<file path="src/rtl/agu_pkg.sv">
package agu_pkg;
  localparam int unsigned AGU_XLEN   = 32;
  localparam int unsigned AGU_NREG   = 8;
  localparam int unsigned AGU_REG_W  = $clog2(AGU_NREG);
  localparam int unsigned AGU_SP_REG = 4;

  typedef enum logic [1:0] {
    DISP_NONE = 2'd0,
    DISP_BYTE = 2'd1,
    DISP_WORD = 2'd2,
    DISP_RSV  = 2'd3
  } disp_sz_e;
endpackage

</file>
<file path="src/rtl/agu_sum.sv">
module agu_sum #(
  parameter int unsigned XLEN = agu_pkg::AGU_XLEN
) (
  input  logic            base_use_i,
  input  logic [XLEN-1:0] base_val_i,
  input  logic            idx_use_i,
  input  logic [XLEN-1:0] idx_val_i,
  input  logic [1:0]      scale_i,
  input  logic [1:0]      disp_sz_i,
  input  logic [XLEN-1:0] disp_i,
  output logic [XLEN-1:0] sum_o
);
  import agu_pkg::*;

  logic [XLEN-1:0] base_term, idx_term, disp_term;

  always_comb begin
    base_term = base_use_i ? base_val_i : '0;
    idx_term  = idx_use_i ? (idx_val_i << scale_i) : '0;
    unique case (disp_sz_e'(disp_sz_i))
      DISP_BYTE: disp_term = {{(XLEN-8){disp_i[7]}}, disp_i[7:0]};
      DISP_WORD: disp_term = disp_i;
      default:   disp_term = '0;
    endcase
    sum_o = base_term + idx_term + disp_term;
  end
endmodule

</file>
<file path="src/rtl/agu_hazard.sv">
module agu_hazard #(
  parameter int unsigned REG_W = agu_pkg::AGU_REG_W,
  parameter int unsigned NSRC  = 2
) (
  input  logic [NSRC-1:0]            src_use_i,
  input  logic [NSRC-1:0][REG_W-1:0] src_reg_i,
  input  logic [NSRC-1:0]            src_chk_i,
  input  logic                       prev_wr_i,
  input  logic [REG_W-1:0]           prev_dst_i,
  output logic                       hit_o
);
  logic [NSRC-1:0] hit_src;

  for (genvar g = 0; g < NSRC; g++) begin : g_src
    assign hit_src[g] = src_use_i[g] & src_chk_i[g] & (src_reg_i[g] == prev_dst_i);
  end

  assign hit_o = prev_wr_i & (|hit_src);
endmodule

</file>
<file path="src/rtl/agu_interlock.sv">
module agu_interlock #(
  parameter int unsigned XLEN   = agu_pkg::AGU_XLEN,
  parameter int unsigned NREG   = agu_pkg::AGU_NREG,
  parameter int unsigned SP_REG = agu_pkg::AGU_SP_REG,
  localparam int unsigned REG_W = $clog2(NREG)
) (
  input  logic             clk_i,
  input  logic             rst_ni,
  input  logic             req_valid_i,
  input  logic             base_valid_i,
  input  logic [REG_W-1:0] base_reg_i,
  input  logic [XLEN-1:0]  base_val_i,
  input  logic             idx_valid_i,
  input  logic [REG_W-1:0] idx_reg_i,
  input  logic [XLEN-1:0]  idx_val_i,
  input  logic [1:0]       scale_i,
  input  logic [1:0]       disp_sz_i,
  input  logic [XLEN-1:0]  disp_i,
  input  logic             prev_wr_i,
  input  logic [REG_W-1:0] prev_dst_i,
  input  logic             mode_wide_i,
  output logic [XLEN-1:0]  ea_o,
  output logic             ea_valid_o,
  output logic             stall_o
);
  logic            idx_use;
  logic            hit;
  logic            accept;
  logic [XLEN-1:0] sum;

  // stack pointer is not a legal index
  assign idx_use = idx_valid_i & (idx_reg_i != REG_W'(SP_REG));

  agu_sum #(.XLEN(XLEN)) i_sum (
    .base_use_i (base_valid_i),
    .base_val_i (base_val_i),
    .idx_use_i  (idx_use),
    .idx_val_i  (idx_val_i),
    .scale_i    (scale_i),
    .disp_sz_i  (disp_sz_i),
    .disp_i     (disp_i),
    .sum_o      (sum)
  );

  agu_hazard #(.REG_W(REG_W), .NSRC(2)) i_hazard (
    .src_use_i  ({idx_use, base_valid_i}),
    .src_reg_i  ({idx_reg_i, base_reg_i}),
    .src_chk_i  ({mode_wide_i, 1'b1}),
    .prev_wr_i  (prev_wr_i),
    .prev_dst_i (prev_dst_i),
    .hit_o      (hit)
  );

  assign stall_o = req_valid_i & hit;
  assign accept  = req_valid_i & ~hit;

  always_ff @(posedge clk_i or negedge rst_ni) begin
    if (!rst_ni) begin
      ea_o       <= '0;
      ea_valid_o <= 1'b0;
    end else begin
      ea_valid_o <= accept;
      if (accept) ea_o <= sum;
    end
  end
endmodule

</file>
<file path="config.mk">
export PLATFORM = sky130hd
export DESIGN_NAME = agu_interlock
export DESIGN_NICKNAME = d
export VERILOG_FILES = /design/src/rtl/agu_pkg.sv /design/src/rtl/agu_sum.sv /design/src/rtl/agu_hazard.sv /design/src/rtl/agu_interlock.sv
export SDC_FILE = /design/constraint.sdc
export NUM_CORES = 1
export LEC_CHECK = 0
export BUFFER_PORTS_ARGS = -buffer_cell sky130_fd_sc_hd__clkbuf_2
export CORE_MARGIN = 3
export CORE_UTILIZATION = 55
export CTS_BUF_LIST = sky130_fd_sc_hd__clkbuf_8
export DETAILED_ROUTE_END_ITERATION = 16
export GPL_TIMING_DRIVEN = 1
export PLACE_DENSITY = 0.83
export REMOVE_ABC_BUFFERS = 1
export SLEW_MARGIN = 40
export SYNTH_ARGS = -nofsm -noshare
export SYNTH_HDL_FRONTEND = slang
export SYNTH_SLANG_ARGS = --single-unit
</file>
<file path="constraint.sdc">
create_clock -name clk_i -period 1.4 [get_ports clk_i]
set_clock_uncertainty 0.15 [all_clocks]
set_input_delay 0.28 -clock clk_i [delete_from_list [all_inputs] [get_ports clk_i]]
set_output_delay 0.28 -clock clk_i [all_outputs]
set_load 0.005 [all_outputs]
</file>
==> results.cfg, run 1 <==
[placed_design]
place_congestion = 0.9215
dp_cells = 1076
post-dp-hpwl_um = 13830
port_buffers = 149

[synth]
synth_compound_area_frac = 0.2136
ys_types = 68
yosys.area_share.simple = 0.2365
syn_area_mm2 = 0.005306
synth_fa_ha_area_frac = 0.1962
synth_warnings = 0
synth-xor-area-share = 0.04952
yosysSeqAreaShare = 0.1556
synthCells = 715
synthMuxAreaShare = 0.06484
synthFlopType = dfrtp_1
ys_ff_latch = 33
syn_area_per_cell_um2 = 7.421
synth_edf_count = 0
synth_top_family_by_area = simple AND/OR/NAND/NOR gates
synthArstFlopShare = 1.000

[clock_network]
cts_inserted_buffers = 5
cts_sinks = 33
cts_buffer_depth = 2
clock-root-buffer = clkbuf_8
h-tree-depth = 2

[floorplan]
rows = 35
fp.dieH_um = 104.2
initial_core_util = 0.5689
io_pins = 150
die_w_um = 104.2

[timing]
crit_endpoint = ea_o[30]$_DFFE_PN0P_/D
worstEpCategory = sequential cell input

[run_status]
stop_error = [ERROR GRT-0232] Routing congestion too high. Check the congestion heatmap in the GUI.
haltStage = global routing (5_1_grt)
outcome = did not finish

[grt]
grt_usage = 0.9202
grt_max_degree = 34
grt-ovfl-total = 760
==> cell families after synthesis <==
group | count (synthesis)
muxes | 34
AOI/OAI and AO/OA | 162
xor gates and xnor gates | 30
DFF | 33
adders and majority gates | 64
buffers and inverters | 112
and+or+nand+nor | 280
==> Yosys cell counts (all sizes together) (20+ instances only) <==
| master | n | area share |
|---|---|---|
| a21o | 36 | 0.051 |
| a21oi | 38 | 0.037 |
| clkbuf | 32 | 0.023 |
| dfrtp | 33 | 0.16 |
| fa | 32 | 0.12 |
| ha | 32 | 0.075 |
| inv | 63 | 0.045 |
| mux2i | 31 | 0.058 |
| nand2 | 170 | 0.12 |
| nand3 | 30 | 0.028 |
| nor2 | 20 | 0.014 |
| o21ai | 36 | 0.035 |
==> timing repair <==
action,in CTS
pin swaps,55
setup endpoints to repair,34
buffers inserted,28
endpoints found under the hold margin,33
gates resized for setup,193
hold buffers,1
cloned,4
==> metrics by stage <==
step                cell area, um2  TNS (ns)  utilization  setup WS, ns
CTS                           8354    -50.63       0.8956        -1.984
detailed placement            7034    -69.61       0.7541        -2.548
floorplan                     5102    -91.82            -        -3.270
global placement              7034    -66.67       0.7541        -2.475
==> per-layer routing <==
layer	GRT usage	GRT overflow
met4	1.072	199
met5	0.1333	0
met2	1.212	552
met1	0.8372	4
met3	0.6642	5
==> inputs of run 2 (changes only) <==
--- a/config.mk
+++ b/config.mk
@@ -7,11 +7,10 @@
 export LEC_CHECK = 0
 export BUFFER_PORTS_ARGS = -buffer_cell sky130_fd_sc_hd__clkbuf_2
 export CORE_MARGIN = 3
-export CORE_UTILIZATION = 55
-export CTS_BUF_LIST = sky130_fd_sc_hd__clkbuf_8
+export CORE_UTILIZATION = 40
 export DETAILED_ROUTE_END_ITERATION = 16
 export GPL_TIMING_DRIVEN = 1
-export PLACE_DENSITY = 0.83
+export PLACE_DENSITY_LB_ADDON = 0.15
 export REMOVE_ABC_BUFFERS = 1
 export SLEW_MARGIN = 40
 export SYNTH_ARGS = -nofsm -noshare
==> run 2 against run 1 <==
Effect of this change:
- the flow now finishes, with violations (setup timing)
- synthesized cell count unchanged
- synthesized area unchanged
==> results.cfg, run 2 <==
[run_status]
outcome = complete, but fails checks
violations = setup timing

[detailed_routing]
dr.pass1.iters = 6
avgRoutedWirePerCell_um = 16.50
vias_per_cell = 5.183
ant_nets = 0
drc = 0
wirelength_um = 19670
drt-initial-drc-count = 332
vias = 6178

[grt]
use_met3 = 0.02051
grt_busiest_layer = met2
grt-ovfl-total = 0
grt_pass1_vias = 6149
grt_usage = 0.2481
antenna_found_initial = 0
use_met1 = 0.3413
grt_pass1_wl_um = 29650
grtUsageMet2 = 0.4175
grt_max_degree = 34

[power]
cell_internal_pwr_mw = 4.424
p_switching_mw = 2.858
vdd.ir_drop.worst_v = 0.0004621
seqPwrFrac = 0.189
power_frac_comb = 0.656
leakagePower_nw = 4.614
clkPwrFrac = 0.155
switching_share = 0.3925
powerDensity_mw_per_mm2 = 789.8

[synth]
synth_edf_count = 0
synth_top_area_frac = 0.1556
ys_ff_latch = 33
ys_types = 68
yosysMostFrequentCell = nand2_1
synth_warnings = 0
syn_area_mm2 = 0.005306
yosysSeqAreaShare = 0.1556
syn_area_per_cell_um2 = 7.421
ys_top_cells_by_count = 170 x nand2_1, 63 x inv_1, 36 x a21oi_1
synth_top_cell_by_area = dfrtp_1
synthArstFlopShare = 1.000
synthFlopType = dfrtp_1
synthCells = 715
synth_area_leaders = dfrtp_1 16%, fa_1 12%, nand2_1 12%, ha_1 7.5%, mux2i_1 5.8%

[finish]
mostFrequentLayoutCell = nand2_1
areaGrowthSynthToFinish_pct = 73.76
diodes = 0
largest_register = ea_o
largest_reg_flops = 32
reg.largest.list = ea_o x32, ea_valid_o x1
drive_gt1_frac = 0.5088
finish.net_count = 1199
utilization = 0.7218
layout_common_cells = 158 x nand2_1, 147 x buf_4, 141 x clkbuf_2, 48 x inv_1, 34 x a21o_1
fin_cells = 1192

[timing]
fin_crit_sh = 2.385
slew_headroom = 0.7273
finalSetupViolations = 34
worstMarginPinSlew_ns = 0.4090
fmax_mhz = 299.5
setup_ws_ns = -1.939
report.final.slew_viol_count = 0
rsz0062_at_grt = yes
hold_viol_final = 0
fin_crit_ns = 3.339

[worst_hold_path]
whs_endpoint = ea_o[0]
holdPathStages = 2
worstHoldStart = ea_o[0]
hp-class = reg2reg

[floorplan]
initial_core_util = 0.4154
die_w_um = 121.2
dieArea_mm2 = 0.01468
rows = 41
io_pins = 150
coreArea_mm2 = 0.01277
fp.dieH_um = 121.2

[clock_network]
cts_buffer_depth = 2
h-tree-depth = 2
cts_tree = built
cts_sinks = 33
clock-root-buffer = clkbuf_16
clk_pin_slew_ns = 0.05
clock_latency_ns = 0.27
cts_inserted_buffers = 5

[placed_design]
port_buffers = 149
post-dp-hpwl_um = 14020
dp_cells = 1128
place_congestion = 0.9062

[setup_path]
ff2ff_setup_slack_ns = 0.45
rr_worst_depth = 2
end_kind = flip-flop
arrival_ns = 3.35
worstPathRequired_ns = 1.41
worstReg2RegEnd = ea_o[22]
r2r_start = ea_o[22]
crit_type = in2reg
path_max_fanout = 4
critPathLaunchType = input pin

[job]
cap_violations = 0
==> run 2: final cells by class <==
| cell class | count | area, um2 |
|---|---|---|
| clock buffer | 7 | 152.6 |
| clock inverter | 1 | 5.005 |
| fill | 946 | 3553 |
| inverter | 64 | 250.2 |
| multi-input combinational | 570 | 5095 |
| sequential | 33 | 825.8 |
| tap | 172 | 215.2 |
| timing repair buffer | 345 | 2676 |
==> run 2: kinds of logic (layout without fill, tap and decap cells) <==
| logic type | count (synthesis) | count (layout) | synth area share |
|---|---|---|---|
| buf+inv | 112 | 417 | 0.08371 |
| flops | 33 | 33 | 0.1556 |
| mux | 34 | 34 | 0.06484 |
| xor+xnor | 30 | 30 | 0.04952 |
| simple gates | 280 | 280 | 0.2365 |
| compound gates | 162 | 162 | 0.2136 |
| fa+ha+maj | 64 | 64 | 0.1962 |
==> run 2: how the worst max path moves through the flow <==
stage	start	to	slack, ns	cells after the start
global placement	idx_reg_i[0]	ea_o[27]	-2.52	15
global route	scale_i[0]	ea_o[25]	-2.07	14
detailed placement	idx_reg_i[0]	ea_o[27]	-2.57	15
CTS	idx_reg_i[0]	ea_o[25]	-1.97	15
finish	scale_i[0]	ea_o[25]	-1.94	14
floorplan	idx_reg_i[0]	ea_o[31]	-3.27	14
==> run 2: stage by stage <==
stage | worst slack, ns | power, mW | cell area [um2] | TNS [ns] | hold slack, ns
global placement | -2.516 | 4.785 | 7181 | -67.13 | 0.1753
CTS | -1.969 | 6.791 | 8574 | -50.88 | 0.3315
finish | -1.939 | 7.282 | 9220 | -50.94 | 0.3237
detailed placement | -2.572 | 4.852 | 7181 | -70.11 | 0.1778
global route | -2.073 | 7.782 | 9220 | -54.54 | 0.3627
floorplan | -3.270 | 3.151 | 5102 | -91.82 | -0.1656
==> run 2: power groups by stage <==
stage	logic, mW	clock network (mW)	registers (mW)
detailed placement	3.45	0	1.40
global placement	3.41	0	1.38
floorplan	1.76	0	1.39
CTS	4.26	1.15	1.38
finish	4.77	1.13	1.38
global route	5.17	1.19	1.42
==> run 2: timing repair <==
action                                 CTS  global route
buffers inserted                        26            28
setup endpoints to repair               34            34
pin swaps                               86            66
endpoints found under the hold margin   33             0
hold buffers                             1             0
resized for setup                      193           101
gates cloned                             4             2
==> run 2: metal layers <==
metal / wire, um / share of wire / vias up
li1: - / - / 3036
met1: 8732 / 0.44 / 2891
met2: 9529 / 0.48 / 212
met3: 865 / 0.044 / 39
met4: 544 / 0.028 / 0
met5: 0 / 0 / -
==> run 2: worst max-delay path, cell delays in order <==
cell and delay (ns):
clkbuf_16 0.14, mux2i_1 0.14, or3b_4 0.40, fa_1 0.51
inv_2 0.05, ha_4 0.16, fa_2 0.34, a21o_1 0.22
a41o_4 0.24, o211a_4 0.27, o31ai_4 0.24, o31ai_2 0.10
xnor2_1 0.17, o21ai_1 0.08
Power figures use the tool's default switching activity.
==> inputs of run 3 (changes only) <==
--- a/config.mk
+++ b/config.mk
@@ -11,6 +11,7 @@
 export DETAILED_ROUTE_END_ITERATION = 16
 export GPL_TIMING_DRIVEN = 1
 export PLACE_DENSITY_LB_ADDON = 0.15
+export RECOVER_POWER = 25
 export REMOVE_ABC_BUFFERS = 1
 export SLEW_MARGIN = 40
 export SYNTH_ARGS = -nofsm -noshare
==> run 3 against run 2 <==
Effect of this change:
- via count decreased by 0.19%
- cell area unchanged
- largest power group unchanged
- combinational power hardly changed
- non-clock buffer count stayed put
- the run still ends with setup timing left
- die area stayed put
- cell count unchanged
- flip-flop and latch count is the same
==> results.cfg, run 3 (synthesis gave the netlist of run 2 again) <==
[floorplan]
coreArea_mm2 = 0.01277
initial_core_util = 0.4154
die_w_um = 121.2
rows = 41
fp.dieH_um = 121.2
io_pins = 150
dieArea_mm2 = 0.01468

[power]
leakagePower_nw = 4.614
vdd.ir_drop.worst_v = 0.0004621
powerDensity_mw_per_mm2 = 789.8

[grt]
grt_usage = 0.2481
antenna_found_initial = 0
grt-ovfl-total = 0
grt_pass1_wl_um = 29650
grt_pass1_vias = 6149
grt_max_degree = 34

[timing]
fin_crit_ns = 3.340
finalSetupViolations = 34
hold_viol_final = 0
rsz0062_at_grt = yes
setup_ws_ns = -1.940
fmax_mhz = 299.4
slew_headroom = 0.7042
fin_crit_sh = 2.386
worstMarginPinSlew_ns = 0.4437
report.final.slew_viol_count = 0

[worst_hold_path]
worstHoldStart = ea_o[0]
hp-class = reg2reg

[run_status]
outcome = complete, but fails checks
violations = setup timing

[detailed_routing]
drt-met1-wl_um = 8753
dr.pass1.iters = 5
vias = 6166
vias_per_cell = 5.173
wirelength_um = 19680
wl_met3_um = 837
highest_layer = met4
ant_nets = 0
avgRoutedWirePerCell_um = 16.51
drc = 0
drt-initial-drc-count = 332
met2_length_um = 9544

[finish]
layout_common_cells = 158 x nand2_1, 146 x buf_4, 141 x clkbuf_2, 48 x inv_1, 34 x a21o_1
reg.largest.list = ea_o x32, ea_valid_o x1
fin_cells = 1192
finish.net_count = 1199
utilization = 0.7218
largest_register = ea_o
drive_gt1_frac = 0.5088
final_area_mm2 = 0.009220
largest_reg_flops = 32
nFillCells = 946
areaGrowthSynthToFinish_pct = 73.76
mostFrequentLayoutCell = nand2_1
diodes = 0

[setup_path]
worstPathRequired_ns = 1.41
crit_slowest_cell = fa_1
r2r_start = ea_o[22]
path_max_fanout = 4
crit_chain = clkbuf_16 > mux2i_1 > or3b_4 > fa_1 > inv_2 > ha_4 > fa_2 > a21o_1 > a41o_4 > o211a_4 > o31ai_4 > o31ai_2 > xnor2_1 > o21ai_1
cp_slowest_stage_delay_ns = 0.51
crit_type = in2reg
end_kind = flip-flop
arrival_ns = 3.35
critPathLaunchType = input pin
crit_path_start = scale_i[0]

[placed_design]
place_congestion = 0.9062
dp_cells = 1128
port_buffers = 149
post-dp-hpwl_um = 14020
placed_cell_area_mm2 = 0.007181

[clock_network]
cts_sinks = 33
clock_latency_ns = 0.27
cts_buffer_depth = 2
cts_inserted_buffers = 5
clock-root-buffer = clkbuf_16
cts_tree = built
h-tree-depth = 2
clk_pin_slew_ns = 0.05

[job]
cap_violations = 0
run 3: cell count changes in the layout (fill, tap and decap cells not counted), sizes merged:
cell,previous run,this run
buf,196,195
clkbuf,152,153
run 3: final timing paths:
kind / end / slack [ns] / cells past startpoint
setup / recovery: ea_o[25] / -1.94 / 14
hold / removal: ea_o[0] / 0.32 / 2
setup reg to reg: ea_o[22] / 0.45 / 2
hold reg to reg: ea_o[0] / 0.32 / 2
max in group asynchronous: ea_o[27] / 0.33 / 3
min in group asynchronous: ea_o[0] / 0.45 / 3
run 3: final cells by class:
class,count,area [um2],share of cell area
well taps,172,215.2,0.02334
clock inverters,1,5.005,0.0005428
inverters,64,250.2,0.02714
flip-flops and latches,33,825.8,0.08956
clock buffers,7,152.6,0.01656
multi-input cells,570,5095,0.5526
repair buffers,345,2676,0.2903
run 3: repair_timing:
| item | CTS | global route |
|---|---|---|
| hold buffers | 1 | 0 |
| buffers inserted | 26 | 28 |
| endpoints found under the setup margin | 34 | 34 |
| gates cloned | 4 | 2 |
| endpoints found under the hold margin | 33 | 0 |
| pin swaps | 86 | 66 |
| gates resized for setup | 193 | 101 |
run 3: critical path: cells and delay by family:
| kind | cells | cell delay (ns) |
|---|---|---|
| AOI/OAI and AO/OA | 6 | 1.15 |
| adders and majority gates | 3 | 1.01 |
| and+or+nand+nor | 1 | 0.41 |
| buffers and inverters | 2 | 0.19 |
| xor gates and xnor gates | 1 | 0.17 |
| muxes | 1 | 0.14 |
run 3: routing by layer:
metal	up-vias	global-route usage
li1	3036	-
met1	2886	0.3413
met2	205	0.4175
met3	39	0.02051
met4	0	0.07283
met5	-	0
run 3: report_power, final:
part           switching (mW)  internal, mW  total (mW)
logic                    2.32          2.45        4.77
clock network           0.377         0.751        1.13
registers               0.157          1.22        1.38
total                    2.86          4.42        7.28
run 3: per-stage QoR:
stage               TNS, ns  power, mW  setup WS, ns  hold WS (ns)
floorplan            -91.82      3.151        -3.270       -0.1656
global placement     -67.13      4.785        -2.516        0.1753
detailed placement   -70.11      4.852        -2.572        0.1778
CTS                  -50.88      6.791        -1.969        0.3315
global route         -54.54      7.781        -2.073        0.3627
finish               -50.97      7.282        -1.940        0.3237
